--- config.mk ---
export PLATFORM = sky130hd
export DESIGN_NAME = phy_pwrup_seq
export DESIGN_NICKNAME = d
export VERILOG_FILES = /design/src/rtl/phy_seq_pkg.sv /design/src/rtl/phy_seq_timer.sv /design/src/rtl/phy_seq_fsm.sv /design/src/rtl/phy_seq_outs.sv /design/src/rtl/phy_pwrup_seq.sv
export SDC_FILE = /design/constraint.sdc
export NUM_CORES = 1
export LEC_CHECK = 0
export ABC_AREA = 1
export ABC_CLOCK_PERIOD_IN_PS = 2640
export BUFFER_PORTS_ARGS = -buffer_cell sky130_fd_sc_hd__buf_2
export CELL_PAD_IN_SITES_DETAIL_PLACEMENT = 2
export CELL_PAD_IN_SITES_GLOBAL_PLACEMENT = 2
export CORE_UTILIZATION = 32
export CTS_BUF_LIST = sky130_fd_sc_hd__clkbuf_2 sky130_fd_sc_hd__clkbuf_4 sky130_fd_sc_hd__clkbuf_8
export CTS_CLUSTER_DIAMETER = 100
export DETAILED_ROUTE_END_ITERATION = 7
export PLACE_DENSITY_LB_ADDON = 0.15
export SLEW_MARGIN = 20
export SYNTH_ARGS = -nofsm -noshare
export SYNTH_HDL_FRONTEND = slang
export SYNTH_SLANG_ARGS = --single-unit
--- constraint.sdc ---
create_clock -name clk_i -period 2.64 [get_ports clk_i]
set_input_delay 0.528 -clock clk_i [delete_from_list [all_inputs] [get_ports clk_i]]
set_output_delay 0.528 -clock clk_i [all_outputs]
set_load 0.005 [all_outputs]
--- src/rtl/phy_seq_pkg.sv ---
package phy_seq_pkg;
  typedef enum logic [3:0] {
    ST_IDLE  = 4'd0,
    ST_PHY   = 4'd1,
    ST_BUS   = 4'd2,
    ST_CORE  = 4'd3,
    ST_PDOFF = 4'd4,
    ST_REF   = 4'd5,
    ST_EPRST = 4'd6,
    ST_REL   = 4'd7,
    ST_DONE  = 4'd8
  } seq_state_e;

  typedef enum logic [1:0] {
    VAR_BASIC = 2'd0,
    VAR_SOFT  = 2'd1,
    VAR_BTN   = 2'd2,
    VAR_ALT   = 2'd3
  } seq_var_e;

  function automatic int max2(input int a, input int b);
    return (a > b) ? a : b;
  endfunction
endpackage

--- src/rtl/phy_seq_timer.sv ---
module phy_seq_timer #(
  parameter int CW = 8
) (
  input  logic          clk_i,
  input  logic          rst_ni,
  input  logic          clr_i,
  input  logic          run_i,
  input  logic [CW-1:0] lim_i,
  output logic          exp_o
);
  logic [CW-1:0] cnt_q;

  assign exp_o = (cnt_q == lim_i - CW'(1));

  always_ff @(posedge clk_i or negedge rst_ni) begin
    if (!rst_ni)            cnt_q <= '0;
    else if (clr_i)         cnt_q <= '0;
    else if (run_i && !exp_o) cnt_q <= cnt_q + CW'(1);
  end

  AST_CNT_BOUND: assert property (@(posedge clk_i) disable iff (!rst_ni)
    run_i |-> (cnt_q < lim_i)) else $error("count past limit");
endmodule

--- src/rtl/phy_seq_fsm.sv ---
module phy_seq_fsm
  import phy_seq_pkg::*;
#(
  parameter int REFGAP_CYC   = 500,
  parameter int SETTLE_CYC   = 10000,
  parameter int EPRST_CYC    = 5000000,
  parameter int SOFTWAIT_CYC = 10000,
  parameter int CW           = 24
) (
  input  logic       clk_i,
  input  logic       rst_ni,
  input  logic       start_i,
  input  logic [1:0] variant_i,
  input  logic       ext_rst_en_i,
  input  logic       shutdown_i,
  output seq_state_e state_o,
  output seq_var_e   var_o
);
  seq_state_e state_q, state_d;
  seq_var_e   var_q;
  logic       ext_q;
  logic       tmr_clr, tmr_run, tmr_exp;
  logic [CW-1:0] tmr_lim;

  always_comb begin
    unique case (state_q)
      ST_PDOFF: tmr_lim = CW'(REFGAP_CYC);
      ST_REF:   tmr_lim = CW'(SETTLE_CYC);
      ST_EPRST: tmr_lim = CW'(EPRST_CYC);
      ST_REL:   tmr_lim = (var_q == VAR_SOFT) ? CW'(SOFTWAIT_CYC) : CW'(1);
      default:  tmr_lim = CW'(1);
    endcase
  end

  assign tmr_run = (state_q == ST_PDOFF) || (state_q == ST_REF) ||
                   (state_q == ST_EPRST) || (state_q == ST_REL);
  assign tmr_clr = (state_d != state_q);

  phy_seq_timer #(.CW(CW)) i_timer (
    .clk_i (clk_i),
    .rst_ni(rst_ni),
    .clr_i (tmr_clr),
    .run_i (tmr_run),
    .lim_i (tmr_lim),
    .exp_o (tmr_exp)
  );

  always_comb begin
    state_d = state_q;
    unique case (state_q)
      ST_IDLE:  if (start_i) state_d = ST_PHY;
      ST_PHY:   state_d = ST_BUS;
      ST_BUS:   state_d = ST_CORE;
      ST_CORE:  state_d = (var_q == VAR_BTN) ? ST_REF : ST_PDOFF;
      ST_PDOFF: if (tmr_exp) state_d = ST_REF;
      ST_REF:   if (tmr_exp) state_d = ext_q ? ST_EPRST : ST_REL;
      ST_EPRST: if (tmr_exp) state_d = ST_REL;
      ST_REL:   if (tmr_exp) state_d = ST_DONE;
      ST_DONE:  state_d = ST_DONE;
      default:  state_d = ST_IDLE;
    endcase
    if (shutdown_i) state_d = ST_IDLE;
  end

  always_ff @(posedge clk_i or negedge rst_ni) begin
    if (!rst_ni) begin
      state_q <= ST_IDLE;
      var_q   <= VAR_BASIC;
      ext_q   <= 1'b0;
    end else begin
      state_q <= state_d;
      if (state_q == ST_IDLE && start_i && !shutdown_i) begin
        var_q <= seq_var_e'(variant_i);
        ext_q <= ext_rst_en_i;
      end
    end
  end

  assign state_o = state_q;
  assign var_o   = var_q;

  AST_START_IGNORED: assert property (@(posedge clk_i) disable iff (!rst_ni)
    (state_q != ST_IDLE && !shutdown_i) |=> $stable(var_q)) else $error("variant changed mid-run");
  AST_SKIP_EPRST: assert property (@(posedge clk_i) disable iff (!rst_ni)
    (state_q == ST_REF && !ext_q) |-> (state_d != ST_EPRST)) else $error("hold not skipped");
endmodule

--- src/rtl/phy_seq_outs.sv ---
module phy_seq_outs
  import phy_seq_pkg::*;
(
  input  logic       clk_i,
  input  logic       rst_ni,
  input  seq_state_e state_i,
  input  seq_var_e   var_i,
  input  logic       pol_i,
  output logic       phy_test_pd_o,
  output logic       ref_clk_en_o,
  output logic       phy_clk_en_o,
  output logic       bus_clk_en_o,
  output logic       core_clk_en_o,
  output logic       ep_rst_o,
  output logic       core_soft_rst_o,
  output logic       phy_btn_rst_o,
  output logic       ready_o
);
  logic ep_act, rel_step;

  assign rel_step        = (state_i >= ST_REL);
  assign phy_clk_en_o    = (state_i >= ST_PHY);
  assign bus_clk_en_o    = (state_i >= ST_BUS);
  assign core_clk_en_o   = (state_i >= ST_CORE);
  assign phy_test_pd_o   = (state_i <  ST_PDOFF);
  assign ref_clk_en_o    = (state_i >= ST_REF);
  assign ep_act          = !rel_step;
  assign ep_rst_o        = ep_act ? pol_i : !pol_i;
  assign core_soft_rst_o = !(rel_step && var_i == VAR_SOFT);
  assign phy_btn_rst_o   = !(rel_step && var_i == VAR_BTN);
  assign ready_o         = (state_i == ST_DONE);

  AST_CLK_ORDER: assert property (@(posedge clk_i) disable iff (!rst_ni)
    (core_clk_en_o |-> bus_clk_en_o) and (bus_clk_en_o |-> phy_clk_en_o)) else $error("clock order");
  AST_REF_GAP: assert property (@(posedge clk_i) disable iff (!rst_ni)
    ($rose(ref_clk_en_o) && var_i != VAR_BTN) |-> $past(!phy_test_pd_o)) else $error("no gap");
  AST_REF_PD: assert property (@(posedge clk_i) disable iff (!rst_ni)
    ref_clk_en_o |-> !phy_test_pd_o) else $error("ref before pd lift");
  AST_EP_AFTER_REF: assert property (@(posedge clk_i) disable iff (!rst_ni)
    (ep_rst_o != pol_i) |-> (ref_clk_en_o && core_clk_en_o)) else $error("early ep release");
  AST_READY_ALL: assert property (@(posedge clk_i) disable iff (!rst_ni)
    ready_o |-> (ref_clk_en_o && core_clk_en_o && !phy_test_pd_o)) else $error("ready early");
endmodule

--- src/rtl/phy_pwrup_seq.sv ---
module phy_pwrup_seq
  import phy_seq_pkg::*;
#(
  parameter int REFGAP_CYC   = 500,
  parameter int SETTLE_CYC   = 10000,
  parameter int EPRST_CYC    = 5000000,
  parameter int SOFTWAIT_CYC = 10000
) (
  input  logic       clk_i,
  input  logic       rst_ni,
  input  logic       start_i,
  input  logic [1:0] variant_i,
  input  logic       ext_rst_en_i,
  input  logic       ep_rst_pol_i,
  input  logic       shutdown_i,
  output logic       phy_test_pd_o,
  output logic       ref_clk_en_o,
  output logic       phy_clk_en_o,
  output logic       bus_clk_en_o,
  output logic       core_clk_en_o,
  output logic       ep_rst_o,
  output logic       core_soft_rst_o,
  output logic       phy_btn_rst_o,
  output logic       ready_o
);
  localparam int MAX_CYC = max2(max2(REFGAP_CYC, SETTLE_CYC), max2(EPRST_CYC, SOFTWAIT_CYC));
  localparam int CW      = $clog2(MAX_CYC + 1) + 1;

  seq_state_e state;
  seq_var_e   var_sel;

  phy_seq_fsm #(
    .REFGAP_CYC  (REFGAP_CYC),
    .SETTLE_CYC  (SETTLE_CYC),
    .EPRST_CYC   (EPRST_CYC),
    .SOFTWAIT_CYC(SOFTWAIT_CYC),
    .CW          (CW)
  ) i_fsm (
    .clk_i       (clk_i),
    .rst_ni      (rst_ni),
    .start_i     (start_i),
    .variant_i   (variant_i),
    .ext_rst_en_i(ext_rst_en_i),
    .shutdown_i  (shutdown_i),
    .state_o     (state),
    .var_o       (var_sel)
  );

  phy_seq_outs i_outs (
    .clk_i          (clk_i),
    .rst_ni         (rst_ni),
    .state_i        (state),
    .var_i          (var_sel),
    .pol_i          (ep_rst_pol_i),
    .phy_test_pd_o  (phy_test_pd_o),
    .ref_clk_en_o   (ref_clk_en_o),
    .phy_clk_en_o   (phy_clk_en_o),
    .bus_clk_en_o   (bus_clk_en_o),
    .core_clk_en_o  (core_clk_en_o),
    .ep_rst_o       (ep_rst_o),
    .core_soft_rst_o(core_soft_rst_o),
    .phy_btn_rst_o  (phy_btn_rst_o),
    .ready_o        (ready_o)
  );

  AST_SHUTDOWN: assert property (@(posedge clk_i) disable iff (!rst_ni)
    shutdown_i |=> (phy_test_pd_o && !ref_clk_en_o && !phy_clk_en_o && !bus_clk_en_o &&
                    !core_clk_en_o && core_soft_rst_o && phy_btn_rst_o && !ready_o &&
                    (ep_rst_o == ep_rst_pol_i))) else $error("shutdown");
endmodule

After elaboration in Yosys (flattened, before gate mapping):

Cells that the tools add are included.

* register bits: 31
* input bits: 8
* output and inout bits: 9
* word-level logic and storage cells: 53

* $add $sub $neg: 2
* order comparisons: 6
* eq/ne operators: 12
* muxes and demuxes: 14
* reductions and logical operators: 15

Operators by type and width (number)
* 24-bit case mux with 4 select lines: 1
* 24-bit 2-to-1 mux: 2
* 4-bit case mux with 9 select lines: 1
* 24-bit by 1-bit adder with 24-bit output, second input constant: 1
* 24-bit equality test: 1
* 4-bit 2-to-1 mux: 6
* 24-bit by 1-bit subtractor with 24-bit output, second input constant: 1
* 4-bit by 3-bit equality test with 1-bit output, second input constant: 4
* 14-bit 2-to-1 mux: 1
* 4-bit by 2-bit equality test with 1-bit output, second input constant: 2
* 4-bit by 2-bit greater-or-equal comparator with 1-bit output, second input constant: 2
* 4-bit by 3-bit greater-or-equal comparator with 1-bit output, second input constant: 2
* 1-bit logical AND: 5
* 1-bit logical NOT: 5
* 4-bit by 1-bit equality test with 1-bit output, second input constant: 1
* 4-bit equality test, second input constant: 1
* 4-bit by 1-bit greater-or-equal comparator with 1-bit output, second input constant: 1
* 4-bit logical NOT: 1
* 4-bit by 3-bit less-than comparator with 1-bit output, second input constant: 1
* 4-bit != test: 1
* 1-bit logical OR: 3
* 1-bit 2-to-1 mux: 3
* 2-bit by 1-bit equality test with 1-bit output, second input constant: 1
* 2-bit equality test, second input constant: 1
* 2-bit nonzero test: 1

Longest topological paths before layout:

* word-level depth: 10
* depth in mapped cells: 26
* depth with buffers taken out: 24

Modules after synthesis:

A second synthesis with hierarchy kept.

* cell total of the unflattened synthesis: 562
* area, all modules: 3393.3 sq um

By module, submodules not included
* phy_seq_timer: times used 1, cells each 448, area an instance 2726.4 sq um, seq. area each 600.6 sq um
* phy_seq_fsm: times used 1, cells each 91, area an instance 569.3 sq um, seq. area each 175.2 sq um
* phy_seq_outs: times used 1, cells each 23, area an instance 97.6 sq um, seq. area each 0.0 sq um

Least setup slack after synthesis:

Ideal clock, no wire load.

* path type: register to register
* start: reg i_fsm.state_q[0] (netlist: i_fsm.state_o[0])
* end: reg i_fsm.i_timer.cnt_q[10]
* setup time: 121 ps
* arrival: 2618 ps
* required time: 2519 ps
* slack: -99 ps
* stages on the path, launching flop included: 24
* buffers on the path: 2
* clock period less this slack: 2739 ps
* cells stage by stage: dfrtp_1 -> nor2_1 -> inv_1 -> nor2_1 -> inv_1 -> ha_1 -> buf_2 -> xor2_1 -> nand3b_1 -> nand2_1 -> nand2_1 -> nor2_2 -> nand3_2 -> nand2_2 -> nand2_1 -> nand2_1 -> nand2_1 -> nand2_1 -> nand2_1 -> nand2_1 -> nor2_2 -> nand2_4 -> buf_6 -> nor2_2

* cells in the longest elaborated chain, start to end: 9
* elaborated cells between the ends (all ways): 27
* classes of those cells: 1 x add/sub; 10 x eq/ne; 9 x mux; 7 x reduce/logical

RTL lines
* from (decl): line phy_seq_fsm.sv:19 `seq_state_e state_q, state_d;`
* from (signal assigned): line phy_seq_fsm.sv:71 `state_q <= state_d;`
* 4-bit by 3-bit equality test with 1-bit output, on equally long branches
* 24-bit case mux with 4 select lines: line phy_seq_fsm.sv:26 `unique case (state_q)`
* 24-bit by 1-bit subtractor with 24-bit output: line phy_seq_timer.sv:13 `assign exp_o = (cnt_q == lim_i - CW'(1));`
* 24-bit equality test: line phy_seq_timer.sv:13
* 4-bit 2-to-1 mux, on equally long branches
* 4-bit case mux with 9 select lines: line phy_seq_fsm.sv:50 `unique case (state_q)`
* 4-bit 2-to-1 mux: line phy_seq_fsm.sv:62 `if (shutdown_i) state_d = ST_IDLE;`
* 4-bit != test: line phy_seq_fsm.sv:37 `assign tmr_clr = (state_d != state_q);`
* 24-bit 2-to-1 mux or 2-bit nonzero test (tied branches)
* to (signal assigned): line phy_seq_timer.sv:18 `else if (run_i && !exp_o) cnt_q <= cnt_q + CW'(1);`
* to (decl): line phy_seq_timer.sv:11 `logic [CW-1:0] cnt_q;`

Several ways; a longest one is shown, not always the timed one.
A chain may end at the register's enable or synchronous reset.

Worst setup path after layout:

* start: reg i_fsm.state_q[0] (netlist: i_fsm.state_o[0])
* end: reg i_fsm.i_timer.cnt_q[15]

The elaborated chain is that of the path after synthesis.

==> summary.txt <==
Status
  • Outcome: finished, violations left
  • Failing checks: negative setup slack

Timing
  • Fmax: 343 MHz
  • Slew @ Worst Pin: about 770 ps
  • Max-slew violations: 0
  • Total Neg Setup Slack: -6020 ps
  • Slew headroom: between 40% and 50%
  • Tcrit/Tclk final: 110%
  • Clock skew: 9.89 ps
  • Tmin final: between 2000 and 3000 ps
  • RSZ-0062 raised after global routing: yes
  • Setup-failing EPs final: 24
  • Final Hold Violating Endpoints: 0
  • PnR worst setup slack: -277 ps

Place
  • Final HPWL DP: 6610 microns
  • Placer Congestion: approximately 0.81
  • Placed Area: approximately 2800 sq um
  • # port buffers: 16

Pwr
  • LEAKAGE: 1.47 nW
  • Switching Fraction: a little over two fifths
  • Power Dens Cells: about 860 nW/um^2
  • Internal: around 1.5 mW
  • Clk pwr share: about 16%
  • NetSw: 1.11 mW
  • Tot Pwr: between 2 and 3 mW
  • Combinational share of power: between 60% and 70%
  • Seq pwr share: 21.3%
  • VDD IR max: between 0.3 and 0.4 mV

Synth
  • Post-Syn Nets: ~350
  • Most common library cells after synthesis: nand2_1 (97), inv_1 (43), nor2_1 (36), dfrtp_1 (31), nand3_1 (27)
  • Synth top area share: about 33%
  • Post-synth EDFFs: 0
  • Mapped Area: 2330 sq um
  • Synth cell types: 28
  • Syn Area/Cell: 6.83 sq um
  • Post-synth top flop: dfrtp_1
  • Fraction of registers with async set/reset: 100%
  • Syn Inst Count: ~340
  • Most numerous cell in the Yosys netlist: nand2_1
  • YS warnings: 0
  • Top post-synthesis cells by area: dfrtp_1 (33%), nand2_1 (16%), xor2_1 (7.1%), inv_1 (6.9%), nor2_2 (6.7%)
  • Yosys top cell by area: dfrtp_1
  • Sequential area share after synthesis: between 30% and 40%
  • Flops & latches, synth: 31

Cells and area
  • Share of layout cells above drive strength 1: a little over 30%
  • Core Util, Final: approximately 44%
  • Layout area overhead: 29.2%
  • FF/Latch Area: a little under 800 sq um
  • Inserted Diodes: 0
  • Final Instance Area: 3020 sq um
  • Area of the multi-input gates: around 1400 sq um
  • Nets: just over 400
  • Filler cells: between 800 and 900

Floorplan
  • Die width: between 80 and 90 microns
  • Initial Util: between 30% and 40%
  • Row count: 30
  • I/O Pins: 17
  • Die H: around 87 microns
  • Total core area: roughly 7000 sq um
  • Die Footprint: 7640 sq um

GRT
  • Initial antenna violation count: 0
  • First-pass GRT wire length: 13900 microns
  • Gr usage total: 24.5%
  • GRT overflow: 0
  • Vias in the first global route: about 2600
  • Largest net degree at the start of global routing: 32

Clocking
  • Clk sinks: 31
  • Hold-fix buffers, CTS: 0
  • TritonCTS Buffers: 5
  • Skew-Pair Late Insertion Delay: between 200 and 300 ps
  • CTS tree: done
  • Clock buffer depth: 2
  • Clock transition at the registers of the reported paths: roughly 80 ps
  • H-tree depth: 2
  • Root buffer cell: clkbuf_8

Routing
  • Detailed Route Iter0 Violations: between 80 and 90
  • Drt drc: 0
  • Via count: ~2500
  • Vias per inst: between 4 and 5
  • Post-DR wirelength/cell: approximately 19 microns
  • Post-DRT Antenna Nets: 0
  • Final wirelength: slightly above 9000 microns
  • TritonRoute pass-1 iters: 4

Worst setup path
  • Critical path class: reg -> reg
  • Crit path required time: roughly 2800 ps
  • Crit-path max cell delay: between 400 and 500 ps
  • Slowest cell on crit path: dfrtp_1
  • Top cell by count, worst path: nand2_2
  • Crit path DAT: a little over 3000 ps
  • Critical Path Fanout Max: 5
  • Worst setup SP type: flip-flop
  • Crit. End Element: flip-flop

Job
  • Max-cap violations: 0

Hold path
  • Hold WC Path Type: in -> async
metrics by stage:
| step | setup WS, ps | std cells | hold WS, ps |
|---|---|---|---|
| 5_1_grt | -474 | 495 | 342 |
| 4_1_cts | -203 | 492 | 331 |
| 3_5_place_dp | -302 | 480 | 520 |
| 2_1_floorplan | 2.30 | 342 | 232 |
| 3_3_place_gp | -245 | 480 | 512 |
| 6_report | -277 | 495 | 305 |
per-layer routing:
| metal | GRT usage (%) | part of all wire (%) | up-vias |
|---|---|---|---|
| met3 | 2.56 | 2.7 | 13 |
| met4 | 4.92 | 1.4 | 0 |
| met2 | 45.7 | 52 | 41 |
| li1 | - | - | 1167 |
| met1 | 30.4 | 44 | 1248 |
| met5 | 0 | 0 | - |
area by class of cell:
class                           count  share of cell area, %
Tap cell                           96                   3.98
Timing Repair Buffer               54                   14.2
Clock inverter                      1                  0.166
Sequential cell                    31                   25.8
Inverter                           48                   5.97
Multi-Input combinational cell    258                   47.2
Clock buffer                        7                   2.78
cells by family (layout without fill, tap and decap cells):
group / after synthesis / after routing / share of synthesized area, %
DFF: 31 / 31 / 33.2
xor gates and xnor gates: 24 / 24 / 9.00
buffers and inverters: 53 / 110 / 9.32
muxes: 1 / 1 / 0.482
adders and majority gates: 2 / 2 / 1.07
and+or+nand+nor: 217 / 217 / 43.7
AOI/OAI and AO/OA: 14 / 14 / 3.16
worst paths after layout:
kind	from	endpoint	slack, ps	cells after the start
worst max-delay path	i_fsm.state_o[0]	i_fsm.i_timer.cnt_q[15]	-280	25
worst min-delay path	rst_ni	i_fsm.state_o[3]	310	1
worst max register to register	i_fsm.state_o[0]	i_fsm.i_timer.cnt_q[15]	-280	25
worst min register to register	i_fsm.ext_q	i_fsm.ext_q	550	1
max in group asynchronous	rst_ni	i_fsm.state_o[3]	1810	1
min in group clk_i	ext_rst_en_i	i_fsm.ext_q	460	2
repair_timing:
action | CTS | global route
gates cloned | 1 | 1
buffers inserted | 3 | 2
setup endpoints to repair | 24 | 26
endpoints found under the hold margin | 0 | 0
gates resized for setup | 14 | 9
pin swaps | 2 | 10
critical path, delay by kind of cell, from the launching register on:
kind | cells | cell delay, ps
flops | 1 | 410
buf+inv | 3 | 350
fa+ha+maj | 1 | 270
simple gates | 21 | 1760
layout by cell type (no fill, tap or decap), drive strengths merged:
cell type,count
clkbuf,8
mux2,1
o2111ai,1
nor4,4
nand3b,4
nor2,62
and3,1
nor3,6
nand2,104
ha,2
xnor2,5
inv,46
buf,53
clkinv,3
dfrtp,31
or2,2
xor2,19
nand3,28
a21oi,3
o21ai,10
nand4,6
power groups by stage:
stage / clock network [mW] / logic, mW / registers (mW)
2_1_floorplan: 0 / 0.717 / 0.557
3_3_place_gp: 0 / 1.19 / 0.556
3_5_place_dp: 0 / 1.23 / 0.559
4_1_cts: 0.420 / 1.44 / 0.548
5_1_grt: 0.441 / 1.74 / 0.553
6_report: 0.407 / 1.62 / 0.550
registers in the layout (all words and copies together) (netlist names):
signal,count
i_fsm.ext_q,1
i_fsm.i_timer.cnt_q,24
i_fsm.state_o,4
i_fsm.var_o,2
(Power assumes the default switching activity.)
